File: src/rtl/pc_pkg.sv
package pc_pkg;
  typedef enum logic [2:0] {
    OP_STEP  = 3'd0,
    OP_JUMP  = 3'd1,
    OP_CALL  = 3'd2,
    OP_RET   = 3'd3,
    OP_RETI  = 3'd4,
    OP_RETK  = 3'd5
  } pc_op_e;
endpackage

File: src/rtl/pc_next_sel.sv
module pc_next_sel
  import pc_pkg::*;
#(
  parameter int PC_W    = 13,
  parameter int PHYS_W  = 11,
  parameter int IRQ_VEC = 4
) (
  input  logic [PC_W-1:0]        pc_q,
  input  logic                   irq_take,
  input  logic [2:0]             op,
  input  logic [PHYS_W-1:0]      target,
  input  logic [PC_W-PHYS_W-1:0] page_sel,
  input  logic [PC_W-1:0]        pop_data,
  output logic [PC_W-1:0]        pc_nxt,
  output logic                   push_en,
  output logic                   pop_en,
  output logic [PC_W-1:0]        push_data,
  output logic                   rfi_hit
);
  logic [PC_W-1:0] pc_inc;
  logic [PC_W-1:0] pc_far;

  assign pc_inc    = pc_q + 1'b1;
  assign pc_far    = {page_sel, target};
  assign push_data = pc_inc;

  always_comb begin
    pc_nxt  = pc_inc;
    push_en = 1'b0;
    pop_en  = 1'b0;
    rfi_hit = 1'b0;
    if (irq_take) begin
      pc_nxt  = PC_W'(IRQ_VEC);
      push_en = 1'b1;
    end else begin
      case (pc_op_e'(op))
        OP_JUMP: pc_nxt = pc_far;
        OP_CALL: begin
          pc_nxt  = pc_far;
          push_en = 1'b1;
        end
        OP_RET, OP_RETK: begin
          pc_nxt = pop_data;
          pop_en = 1'b1;
        end
        OP_RETI: begin
          pc_nxt  = pop_data;
          pop_en  = 1'b1;
          rfi_hit = 1'b1;
        end
        default: pc_nxt = pc_inc;
      endcase
    end
  end
endmodule

File: src/rtl/ret_stack.sv
module ret_stack #(
  parameter int DATA_W = 13,
  parameter int DEPTH  = 8,
  localparam int SP_W  = $clog2(DEPTH)
) (
  input  logic              clk,
  input  logic              rst,
  input  logic              push,
  input  logic              pop,
  input  logic [DATA_W-1:0] wdata,
  output logic [DATA_W-1:0] rdata,
  output logic [SP_W-1:0]   sp
);
  logic [DATA_W-1:0] mem [DEPTH];
  logic [SP_W-1:0]   top_idx;

  // Entries carry no reset so the array maps onto distributed RAM.
  always_ff @(posedge clk) begin
    if (push) mem[sp] <= wdata;
  end

  always_ff @(posedge clk) begin
    if (rst)       sp <= '0;
    else if (push) sp <= sp + 1'b1;
    else if (pop)  sp <= sp - 1'b1;
  end

  assign top_idx = sp - 1'b1;
  assign rdata   = mem[top_idx];
endmodule

File: src/rtl/pc_retstack.sv
module pc_retstack #(
  parameter int PC_W    = 13,
  parameter int PHYS_W  = 11,
  parameter int DEPTH   = 8,
  parameter int RST_VEC = 0,
  parameter int IRQ_VEC = 4
) (
  input  logic                   clk,
  input  logic                   rst,
  input  logic                   irq_take,
  input  logic [2:0]             op,
  input  logic [PHYS_W-1:0]      target,
  input  logic [PC_W-PHYS_W-1:0] page_sel,
  output logic [PHYS_W-1:0]      fetch_addr,
  output logic                   rfi_pulse
);
  localparam int SP_W = $clog2(DEPTH);

  logic [PC_W-1:0] pc_q;
  logic [PC_W-1:0] pc_nxt;
  logic [PC_W-1:0] push_data;
  logic [PC_W-1:0] pop_data;
  logic            push_en;
  logic            pop_en;
  logic            rfi_hit;
  logic [SP_W-1:0] stk_ptr;

  pc_next_sel #(.PC_W(PC_W), .PHYS_W(PHYS_W), .IRQ_VEC(IRQ_VEC)) u_next (
    .pc_q      (pc_q),
    .irq_take  (irq_take),
    .op        (op),
    .target    (target),
    .page_sel  (page_sel),
    .pop_data  (pop_data),
    .pc_nxt    (pc_nxt),
    .push_en   (push_en),
    .pop_en    (pop_en),
    .push_data (push_data),
    .rfi_hit   (rfi_hit)
  );

  ret_stack #(.DATA_W(PC_W), .DEPTH(DEPTH)) u_stack (
    .clk   (clk),
    .rst   (rst),
    .push  (push_en & ~rst),
    .pop   (pop_en & ~rst),
    .wdata (push_data),
    .rdata (pop_data),
    .sp    (stk_ptr)
  );

  always_ff @(posedge clk) begin
    if (rst) begin
      pc_q      <= PC_W'(RST_VEC);
      rfi_pulse <= 1'b0;
    end else begin
      pc_q      <= pc_nxt;
      rfi_pulse <= rfi_hit;
    end
  end

  // Physical store decodes only the low bits: upper logical pages alias.
  assign fetch_addr = pc_q[PHYS_W-1:0];
endmodule

File: config.mk
export PLATFORM = sky130hd
export DESIGN_NAME = pc_retstack
export DESIGN_NICKNAME = d
export VERILOG_FILES = /design/src/rtl/pc_pkg.sv /design/src/rtl/pc_next_sel.sv /design/src/rtl/ret_stack.sv /design/src/rtl/pc_retstack.sv
export SDC_FILE = /design/constraint.sdc
export NUM_CORES = 1
export LEC_CHECK = 0
export ABC_AREA = 1
export BUFFER_PORTS_ARGS = -buffer_cell sky130_fd_sc_hd__buf_4
export CORE_ASPECT_RATIO = 1.5
export CORE_UTILIZATION = 55
export DETAILED_ROUTE_END_ITERATION = 12
export PLACE_DENSITY = 0.73
export SYNTH_ARGS = -nofsm -noshare
export SYNTH_HDL_FRONTEND = slang
export SYNTH_SLANG_ARGS = --single-unit
File: constraint.sdc
create_clock -name clk -period 5.2 [get_ports clk]
set_clock_uncertainty 0.15 [all_clocks]
set_input_delay 1.04 -clock clk [delete_from_list [all_inputs] [get_ports clk]]
set_output_delay 1.04 -clock clk [all_outputs]
set_load 0.02 [all_outputs]
== After elaboration in Yosys (flattened, before gate mapping) ==
Memories as Yosys holds them, arrays and structs flattened.
Cells that the tools add are included.
Operators by class
  bitwise gates (word level): 3
  reductions and logical operators: 4
  equality and inequality tests: 5
  muxes and demuxes: 11
  $add $sub $neg: 3
Operator list (number)
  13-bit case mux with 2 select lines: 1
  13-bit by 1-bit adder with 13-bit output (second input constant): 1
  3-bit two-way mux: 3
  1-bit two-way mux: 7
  3-bit by 2-bit equality test with 1-bit output (second input constant): 2
  3-bit equality test (second input constant): 2
  2-bit OR reduction: 2
  3-bit by 1-bit adder with 3-bit output (second input constant): 1
  3-bit by 1-bit equality test with 1-bit output (second input constant): 1
  3-bit OR reduction: 1
  3-bit by 1-bit subtractor with 3-bit output (second input constant): 1
  1-bit AND: 2
  2-bit nonzero test: 1
  1-bit NOT: 1
Word-level totals
  output and inout port bits: 12
  word-level logic and storage cells: 31
  RAM bits: 104
  bits of input ports: 19
  bits in registers: 17
  memories kept: 1
Memory list
  u_stack.mem: words 8, bits a word 13, rd ports 1, clocked after Yosys merged registers in 0, write ports 1, RTL line ret_stack.sv:14  | logic [DATA_W-1:0] mem [DEPTH];

== Depth between registers and ports, before layout ==
  word-level depth: 7
  mapped depth: 14
  depth with buffers taken out: 10

== Modules after synthesis ==
A second synthesis with hierarchy kept.
Unflattened totals
  cell total of the unflattened synthesis: 691
  area total of the unflattened synthesis: 6082.1 µm²
Modules (own cells, without submodules)
  ret_stack: area each 4789.6 µm², seq. area each 3183.1 µm², times used 1, cells an instance 490
  pc_next_sel: area each 775.7 µm², seq. area each 0.0 µm², times used 1, cells an instance 142
  pc_retstack: area each 516.7 µm², seq. area each 280.3 µm², times used 1, cells an instance 59

== Least setup slack after synthesis ==
No wires, ideal clock.
  kind: input to register
  start point: in op[2]
  end point: mem u_stack.mem[0][0], enable pin
  path slack: 2672 ps
  buffers on the path: 0
  library setup time: 378 ps
  stages on the path: 7
  arrival time: 2000 ps
  required time: 4672 ps
  cells stage by stage: nor2_1 -> nand2_1 -> nand2_1 -> nand2_1 -> inv_1 -> nand2_1 -> nor2_1
Between the ends
  longest elaborated chain between the ends: 6
RTL lines
  from (decl): RTL line pc_retstack.sv:11  | input logic [2:0] op,
  3-bit by 2-bit equality test with 1-bit output: RTL line pc_next_sel.sv:36  | case (pc_op_e'(op))
  1-bit two-way mux: RTL line pc_next_sel.sv:36
  1-bit two-way mux: RTL line pc_next_sel.sv:32  | if (irq_take) begin
  1-bit AND: RTL line pc_retstack.sv:45  | .push (push_en & ~rst),
  1-bit two-way mux: RTL line ret_stack.sv:19  | if (push) mem[sp] <= wdata;
  1-bit two-way mux (implied by the code): RTL line ret_stack.sv:19
  to (decl): RTL line ret_stack.sv:14
Every way passes these cells.

== Worst setup path in the final report ==
  start point: reg u_stack.sp[0]
  end point: reg pc_q[8]
Between the ends
  longest elaborated chain between the ends: 3
RTL lines
  from (decl): RTL line ret_stack.sv:12  | output logic [SP_W-1:0] sp
  from (signal assigned): RTL line ret_stack.sv:24  | else if (push) sp <= sp + 1'b1;
  from (signal assigned): RTL line ret_stack.sv:25  | else if (pop) sp <= sp - 1'b1;
  3-bit by 1-bit subtractor with 3-bit output: RTL line ret_stack.sv:28  | assign top_idx = sp - 1'b1;
  memory 8 x 13 bit
  13-bit case mux with 2 select lines: RTL line pc_next_sel.sv:36
  to (signal assigned): RTL line pc_retstack.sv:54  | pc_q <= PC_W'(RST_VEC);
  to (signal assigned): RTL line pc_retstack.sv:57  | pc_q <= pc_nxt;
  to (decl): RTL line pc_retstack.sv:19  | logic [PC_W-1:0] pc_q;
Every way passes these cells.
A chain may end at the register's enable or synchronous reset.

==> results.cfg <==
[detailed_routing]
drt_iter0_drc = 251
drc_errors = 0
first_pass_iters = 5
routed_wl_um = 10400
ant_nets = 0
drt-wirelength-per-cell_um = 17.4
vias = 3320
drt-vias-per-instance = 5.53

[place]
placement.io_buffers = 28
place_area_um2 = 4870
place.gp.congestion = 0.790
hpwl_um = 6600

[outcome]
status = complete, no violations

[power]
power_mw = 2.01
p_leak_nw = 2.06
p_per_area_nw_per_um2 = 387
peakVddDrop_uv = 270

[global_routing]
overflow = 0
grt_pass1_vias = 3377
grt_max_degree = 49
grt_pass1_wl_um = 16800
antenna_found_initial = 0
track_usage_pct = 26.0

[timing]
fmax_mhz = 315
fin_crit_ns = 3.17
tightest_slew_ns = 1.26
setup_tns_ns = 0
hold_violations = 0
finalMaxSlewViolations = 0
rsz0062_at_grt = no
setup_viol = 0
slew_headroom_pct = 15.4
period_share_pct = 61.0

[setup_path]
critical_path.startpoint = u_stack.sp[0]
cp.required_ns = 5.28
crit_path_start_kind = register
crit_arrival_ns = 3.25
cp_slowest_cell = xnor2_2
rr_worst_depth = 9
r2r-start = u_stack.sp[0]
crit_chain = buf_4 > inv_2 > ha_1 > xnor2_2 > nand3_1 > nand2_1 > clkinv_1 > a21oi_1 > nor2_1
crit_type = reg2reg
crit_end = pc_q[8]
cp_max_fo = 48
r2r_setup_slack_ns = 2.03
slowest_delay_ns = 0.70
endpoint_kind = register
reg2reg_to = pc_q[8]

[yosys]
yosysSeqAreaShare_pct = 63.4
yosys.area_share.simple_pct = 20.9
synth_fp_nets = 486
synth_top_family_by_area = simple AND/OR/NAND/NOR gates
synth_seq_cells = 103
synth_compound_area_share_pct = 6.10
yosysWarnings = 0
synth_area_per_cell_um2 = 10.0
syn_inst = 464
synth.distinct_cells = 29
synth.area.mux_share_pct = 0
synthAdderAreaFrac_pct = 0.809
synthXorXnorAreaFrac_pct = 1.65
netlist_area_um2 = 4640

[final_layout]
n_fill_cell = 663
drive_gt1_share_pct = 11.9
layout.nets = 512
area_growth_pct = 11.8
final_area_um2 = 5180
insertedDiodeCount = 0

[floorplan]
ios = 31
fp.dieArea_um2 = 8810
dieHeight_um = 114
core_area_um2 = 8110
num_rows = 40
die_w_um = 77.0
start_util_pct = 57.2

[clocking]
cts_hold_buf = 0
htree_levels = 3
cts_buffers = 9
clockBufferDepth = 2
post_cts_buffers = 0
clkTransAtPathRegs_ns = 0.06
cts_tree = yes
clkSinkCount = 103
insertion_delay_ns = 0.34
clockRootBuffer = clkbuf_16
cts_resized = 0

[run]
drv_cap = 0

[hold_path]
hold_path_class = reg2reg
-- cells by family (layout without fill, tap and decap cells) --
logic type,count (synthesis),in the layout
XOR/XNOR,7,7
flip-flops,103,103
AO/OA/AOI/OAI,54,54
buffers and inverters,64,95
AND/OR/NAND/NOR,233,233
adder cells (fa/ha/maj),3,3
-- per-layer routing --
metal  wire length, um  part of all wire [%]  GRT usage [%]  vias to the layer above
met1              4100                    39           31.1                     1577
met3               609                   5.8           3.43                       20
met4               259                   2.5           12.1                        0
met2              5470                    52           46.5                      129
li1                  -                     -              -                     1594
met5                 0                     0              0                        -
-- sequential cells by signal, indices dropped and copies added, names as in the netlist --
register / cells
u_stack.mem: 88
pc_q: 11
u_stack.sp: 3
rfi_pulse: 1
-- cells in the mapped netlist --
| cell type | n | area share [%] |
|---|---|---|
| nor2_2 | 1 | 0.13 |
| xor2_1 | 3 | 0.57 |
| buf_4 | 4 | 0.65 |
| inv_1 | 38 | 3.1 |
| nor2_1 | 86 | 7.0 |
| a21oi_1 | 12 | 1.3 |
| o21ai_0 | 24 | 2.6 |
| buf_6 | 9 | 2.2 |
| clkbuf_1 | 1 | 0.081 |
| clkinv_1 | 2 | 0.16 |
| nor4_1 | 1 | 0.13 |
| nand3b_1 | 1 | 0.16 |
| ha_1 | 3 | 0.81 |
| xor2_2 | 1 | 0.35 |
| nand4_1 | 4 | 0.54 |
| inv_2 | 4 | 0.32 |
| nand2_1 | 92 | 7.4 |
| edfxtp_1 | 88 | 57 |
| o211ai_1 | 1 | 0.16 |
| buf_2 | 6 | 0.65 |
| a21boi_1 | 4 | 0.65 |
| nand3_1 | 44 | 4.7 |
| dfxtp_1 | 15 | 6.5 |
| xnor2_1 | 2 | 0.38 |
| nor2_4 | 2 | 0.49 |
| xnor2_2 | 1 | 0.35 |
| nand2_2 | 1 | 0.13 |
| and2_1 | 1 | 0.13 |
| o21ai_1 | 13 | 1.4 |
-- critical path, delay by kind of cell (launching register included) --
kind            cells  cell delay [ns]
compound gates      1             0.13
xor+xnor            1             0.70
fa+ha+maj           1             0.43
flops               1             0.31
buf+inv             3             1.00
simple gates        3             0.32
-- power breakdown --
group          internal [mW]  leakage, nW  total [mW]  switching (mW)
Combinational          0.107        0.979       0.337           0.230
Clock                  0.434        0.157       0.714           0.280
Sequential             0.935        0.926       0.955          0.0196
Total                   1.48         2.06        2.01           0.531
-- final cells by class --
class / count / area (um^2) / area share, %
clock buffers: 12 / 246 / 4.76
clock inverters: 4 / 70.1 / 1.35
inverters: 44 / 165 / 3.19
multi-input cells: 297 / 1370 / 26.3
flip-flops and latches: 103 / 2940 / 56.8
well taps: 105 / 131 / 2.53
repair buffers: 35 / 263 / 5.07
-- stage by stage --
step | hold WS (ns) | util [%] | setup slack [ns] | instances
floorplan | 0.382 | - | 2.67 | 464
global placement | 0.413 | 60.0 | 2.05 | 584
detailed placement | 0.449 | 60.0 | 1.98 | 584
CTS | 0.454 | 63.9 | 2.02 | 600
global route | 0.478 | 63.9 | 1.78 | 600
finish | 0.470 | 63.9 | 2.03 | 600
-- how the worst min path moves through the flow --
stage | slack, ns | startpoint | cells after the start | end
2_1_floorplan | 0.38 | u_stack.sp[1] | 2 | u_stack.sp[1]
3_3_place_gp | 0.41 | u_stack.sp[1] | 2 | u_stack.sp[1]
3_5_place_dp | 0.45 | u_stack.sp[1] | 2 | u_stack.sp[1]
4_1_cts | 0.45 | u_stack.sp[1] | 2 | u_stack.sp[1]
5_1_grt | 0.48 | u_stack.sp[1] | 2 | u_stack.sp[1]
6_report | 0.47 | u_stack.sp[1] | 2 | u_stack.sp[1]
-- cell usage in the layout, fill, tap and decap left out, drive strengths merged --
master,n
nand2,93
nor2,89
edfxtp,88
nand3,44
inv,42
o21ai,37
buf,35
dfxtp,15
a21oi,12
clkbuf,12
nand4,4
a21boi,4
xor2,4
clkinv,4
ha,3
xnor2,3
bufinv,2
nand3b,1
and2,1
o211ai,1
nor4,1
(Power assumes the default switching activity.)
